--- src/rtl/clksel_pkg.sv ---
package clksel_pkg;

  typedef enum logic [2:0] {
    CS_STOP     = 3'd0,
    CS_DIV1     = 3'd1,
    CS_DIV8     = 3'd2,
    CS_DIV64    = 3'd3,
    CS_DIV256   = 3'd4,
    CS_DIV1024  = 3'd5,
    CS_EXT_FALL = 3'd6,
    CS_EXT_RISE = 3'd7
  } cs_code_e;

  localparam int NUM_TAPS = 4;
  localparam int FIRST_TAP_CODE = 2;

  // log2 of the division ratio for tap index idx
  function automatic int tap_shift(input int idx);
    case (idx)
      0:       return 3;
      1:       return 6;
      2:       return 8;
      default: return 10;
    endcase
  endfunction

  // true when the low n bits of v are all ones (next increment rolls them to zero)
  function automatic logic low_bits_full(input logic [31:0] v, input int n);
    logic [31:0] mask;
    mask = (32'd1 << n) - 32'd1;
    return (v & mask) == mask;
  endfunction

  function automatic logic is_divided(input logic [2:0] code);
    return (code >= 3'(CS_DIV8)) && (code <= 3'(CS_DIV1024));
  endfunction

  function automatic int tap_index(input logic [2:0] code);
    return int'(code) - FIRST_TAP_CODE;
  endfunction

endpackage

--- src/rtl/clksel_prescaler.sv ---
module clksel_prescaler
  import clksel_pkg::*;
#(
  parameter int CNT_W = 10,
  parameter int NTAPS = NUM_TAPS
) (
  input  logic             clk,
  input  logic             rst_n,
  input  logic             clear,
  output logic [NTAPS-1:0] tap_roll
);

  logic [CNT_W-1:0] cnt;

  always_ff @(posedge clk or negedge rst_n) begin
    if (!rst_n)     cnt <= '0;
    else if (clear) cnt <= '0;
    else            cnt <= cnt + 1'b1;
  end

  for (genvar gi = 0; gi < NTAPS; gi++) begin : g_tap
    assign tap_roll[gi] = !clear && low_bits_full(32'(cnt), tap_shift(gi));
  end

endmodule

--- src/rtl/clksel_edge_sync.sv ---
module clksel_edge_sync #(
  parameter int STAGES = 2
) (
  input  logic clk,
  input  logic rst_n,
  input  logic pin,
  output logic rise,
  output logic fall
);

  // STAGES synchronizer flops followed by one history flop
  logic [STAGES:0] shreg;

  always_ff @(posedge clk or negedge rst_n) begin
    if (!rst_n) shreg <= '0;
    else        shreg <= {shreg[STAGES-1:0], pin};
  end

  assign rise =  shreg[STAGES-1] && !shreg[STAGES];
  assign fall = !shreg[STAGES-1] &&  shreg[STAGES];

endmodule

--- src/rtl/clksel_tick_select.sv ---
module clksel_tick_select
  import clksel_pkg::*;
#(
  parameter int NTAPS = NUM_TAPS
) (
  input  logic             clk,
  input  logic             rst_n,
  input  logic [2:0]       sel,
  input  logic [NTAPS-1:0] tap_roll,
  input  logic             ext_rise,
  input  logic             ext_fall,
  output logic             tick
);

  logic tick_d;

  always_comb begin
    tick_d = 1'b0;
    unique case (cs_code_e'(sel))
      CS_STOP:     tick_d = 1'b0;
      CS_DIV1:     tick_d = 1'b1;
      CS_DIV8,
      CS_DIV64,
      CS_DIV256,
      CS_DIV1024:  tick_d = tap_roll[tap_index(sel)];
      CS_EXT_FALL: tick_d = ext_fall;
      CS_EXT_RISE: tick_d = ext_rise;
      default:     tick_d = 1'b0;
    endcase
  end

  always_ff @(posedge clk or negedge rst_n) begin
    if (!rst_n) tick <= 1'b0;
    else        tick <= tick_d;
  end

endmodule

--- src/rtl/clksel_tick_gen.sv ---
module clksel_tick_gen
  import clksel_pkg::*;
#(
  parameter int PSC_W       = 10,
  parameter int SYNC_STAGES = 2
) (
  input  logic       clk,
  input  logic       rst_n,
  input  logic [2:0] cs_sel,
  input  logic       ext_pin,
  input  logic       psc_clear,
  output logic       count_tick
);

  logic [NUM_TAPS-1:0] tap_roll;
  logic                ext_rise;
  logic                ext_fall;

  clksel_prescaler #(.CNT_W(PSC_W), .NTAPS(NUM_TAPS)) u_psc (
    .clk      (clk),
    .rst_n    (rst_n),
    .clear    (psc_clear),
    .tap_roll (tap_roll)
  );

  clksel_edge_sync #(.STAGES(SYNC_STAGES)) u_sync (
    .clk   (clk),
    .rst_n (rst_n),
    .pin   (ext_pin),
    .rise  (ext_rise),
    .fall  (ext_fall)
  );

  clksel_tick_select #(.NTAPS(NUM_TAPS)) u_sel (
    .clk      (clk),
    .rst_n    (rst_n),
    .sel      (cs_sel),
    .tap_roll (tap_roll),
    .ext_rise (ext_rise),
    .ext_fall (ext_fall),
    .tick     (count_tick)
  );

endmodule

--- config.mk ---
export PLATFORM = sky130hd
export DESIGN_NAME = clksel_tick_gen
export DESIGN_NICKNAME = d
export VERILOG_FILES = /design/src/rtl/clksel_pkg.sv /design/src/rtl/clksel_prescaler.sv /design/src/rtl/clksel_edge_sync.sv /design/src/rtl/clksel_tick_select.sv /design/src/rtl/clksel_tick_gen.sv
export SDC_FILE = /design/constraint.sdc
export NUM_CORES = 1
export LEC_CHECK = 0
export ABC_CLOCK_PERIOD_IN_PS = 2009
export BUFFER_PORTS_ARGS = -buffer_cell sky130_fd_sc_hd__buf_4
export CORE_AREA = 8 8 45 47
export DETAILED_ROUTE_END_ITERATION = 16
export DIE_AREA = 0 0 53 55
export PLACE_DENSITY_LB_ADDON = 0.15
export SLEW_MARGIN = 20
export SYNTH_ARGS = -nofsm -noshare
export SYNTH_HDL_FRONTEND = slang
export SYNTH_SLANG_ARGS = --single-unit
--- constraint.sdc ---
create_clock -name clk -period 2.01 [get_ports clk]
set_input_delay 0.402 -clock clk [delete_from_list [all_inputs] [get_ports clk]]
set_output_delay 0.402 -clock clk [all_outputs]
set_load 0.01 [all_outputs]
==> impl_results.md <==
- Status: completed
- Cell Area, Synth: 630.6 µm²
- Ys async rst share: 100.0%
- Worst-skew pair later-pin latency: 0.28 ns
- Critical Path RT: 2.17 ns
- Top_reg_cell synth: dfrtp_1
- Synth area leaders: dfrtp_1 56%, xor2_1 9.7%, nor2_1 4.8%
- Count leader, synth: dfrtp_1
- Unrepaired setup endpoints after global routing: no
- Max-cap violations: 0
- Num ports: 8
- Core area: 0.001384 mm²
- CP Max Fanout: 5
- Post-CTS sizing: 0
- Die Width: 53 µm
- Num rows: 14
- Clock buffer depth: 2
- Via count: 434
- Power density cells: between 600 and 700 mW/mm²
- Synth Instances: 58
- Post-CTS Setup Inserts: 0
- Die height: about 55 µm
- Area grow syn2layout: 14.88%
- Detailed Routing Iterations Pass 1: 4
- Placed insts: 80
- Total gr overflow: 0
- Worst-margin pin slew: 0.1696 ns
- Startpoint types: register
- H-tree depth: 1
- Hold_buf cts: 1
- Layout Cells excl Fill: 84
- Worst-path clk slew: roughly 0.080 ns
- Pwr Total: 493.5 µW
- Post-synth cell types: 19
- WS Path Type: reg2reg
- Syn Nets: 67
- Post-detailed-route count of antenna-violating nets: 0
- Seq. cell area: 350.3 µm²
- Peak supply drop: 0.3451 mV
- Period utilisation layout: between 60% and 70%
- Die area: 0.002915 mm²
- Fillcell total: 132
- Minimum clock period: 1.381 ns
- CTS root buffer: clkbuf_4
- Top achievable clock speed: 724.1 MHz
- Final hold vios: 0
- Avg WL per Cell: between 10 and 15 µm
- EDFF count, synth: 0
- Pleak: 0.0003394 µW
- # clock sinks: 14
- Leading area contributor after synthesis: dfrtp_1
- Worst Setup End Kind: register
- Share of the synthesized area in the top cell type: 55.56%
- CTS tree: yes
- Slew HR: slightly below 90%
- Post-Route WL: 1.107 mm
- PortBufs: 7
- Share of cells above drive strength 1: 17.65%
- Setup TNS: 0 ns
- Global-route wire length before repair: 1.773 mm
- Mean Syn Cell Area: 10.87 µm²
- Initial antenna violation count: 0
- ANT cells: 0
- Commonest cells in the netlist: 14 x dfrtp_1, 8 x nor2_1, 7 x xor2_1, 4 x nand3_1
- Vias in the first global route: ~430
- 1st-iter DRT viols: 7
- CP Data Arrival Time: 1.54 ns
- Starting Density: 45.57%
- Placer Congestion: 0.7521
- Sequential area share after synthesis: 55.56%
- Final nets: 79
- All-Layer GR Usage: 8.568%
- Num CTS Buffers: 3
- Post-Route Skew: around 0.0048 ns
- #FFs+latches synth: 14
- Setup violators final: 0
- Post-route DRC: 0
- Via density: 5.167
- Final Max Tran Viols: 0
- Largest net degree at the start of global routing: 15
- Yosys warning count: 0
- Worst hold path class: in2reg
- Multi-input logic area: ~270 µm²
state kept, by name, indices dropped and copies added (netlist names):
name	flops
u_sel.tick	1
u_psc.cnt	10
u_sync.shreg	3
path summary, 6_finish.rpt:
kind / start / slack (ns) / cells past startpoint / to
max: u_psc.cnt[0] / 0.63 / 6 / u_sel.tick
min: ext_pin / 0.23 / 1 / u_sync.shreg[0]
max reg2reg: u_psc.cnt[0] / 0.63 / 6 / u_sel.tick
min reg2reg: u_sync.shreg[0] / 0.35 / 0 / u_sync.shreg[1]
max in group asynchronous: rst_n / 1.34 / 2 / u_sync.shreg[0]
min in group asynchronous: rst_n / 0.50 / 2 / u_psc.cnt[8]
layer usage:
metal	wire length (µm)	vias to the layer above	global-route usage, %
met5	0	-	0
met4	41	0	7.759
met3	110	5	4.813
met2	450	12	12.50
met1	504	196	8.634
li1	-	221	-
metrics by stage:
| stage | utilization (%) | setup WS (ns) | hold WS [ns] | cell area (µm²) |
|---|---|---|---|---|
| 6_report | 52.35 | 0.6289 | 0.2277 | 724.4 |
| 5_1_grt | 52.35 | 0.5497 | 0.2159 | 724.4 |
| 4_1_cts | 52.35 | 0.6253 | 0.2193 | 724.4 |
| 3_5_place_dp | 50.00 | 0.6435 | 0.2633 | 691.9 |
| 3_3_place_gp | 50.00 | 0.6937 | 0.2597 | 691.9 |
| 2_1_floorplan | - | 0.7316 | 0.1064 | 630.6 |
critical path, cell delays in order, from the launching register on:
cell and delay, ns:
dfrtp_1 0.42, ha_1 0.28, ha_1 0.20, o21bai_1 0.13
a21oi_1 0.07, o21ai_0 0.06, o21ai_0 0.10
cells in the final DEF (no fill, tap or decap), types with 2 or more instances in the layout:
cell,instances
dfrtp_1,14
nor2_1,8
xor2_1,7
buf_4,7
nand3_1,4
nand2_1,3
nor2b_1,3
a21oi_1,3
o21ai_0,3
clkbuf_4,3
nand4_1,2
ha_1,2
power by group:
group	internal, µW	leakage (µW)	switching [µW]
Combinational	20.0	0.000140	20.6
Clock	69.6	0.0000138	85.6
Sequential	291	0.000185	6.98
Total	380	0.000339	113
kinds of logic after synthesis:
logic type / count (synthesis) / synth area share (%)
AOI/OAI and AO/OA: 8 / 6.944
xor gates and xnor gates: 7 / 9.722
adders and majority gates: 2 / 3.968
buffers and inverters: 1 / 1.786
DFF: 14 / 55.56
and+or+nand+nor: 26 / 22.03
cell type report:
type	count	share of cell area, %
multi-input cells	43	37.13
flip-flops and latches	14	48.36
clock buffers	3	3.109
well taps	16	2.763
repair buffers	8	8.636
Power figures use the tool's default switching activity.
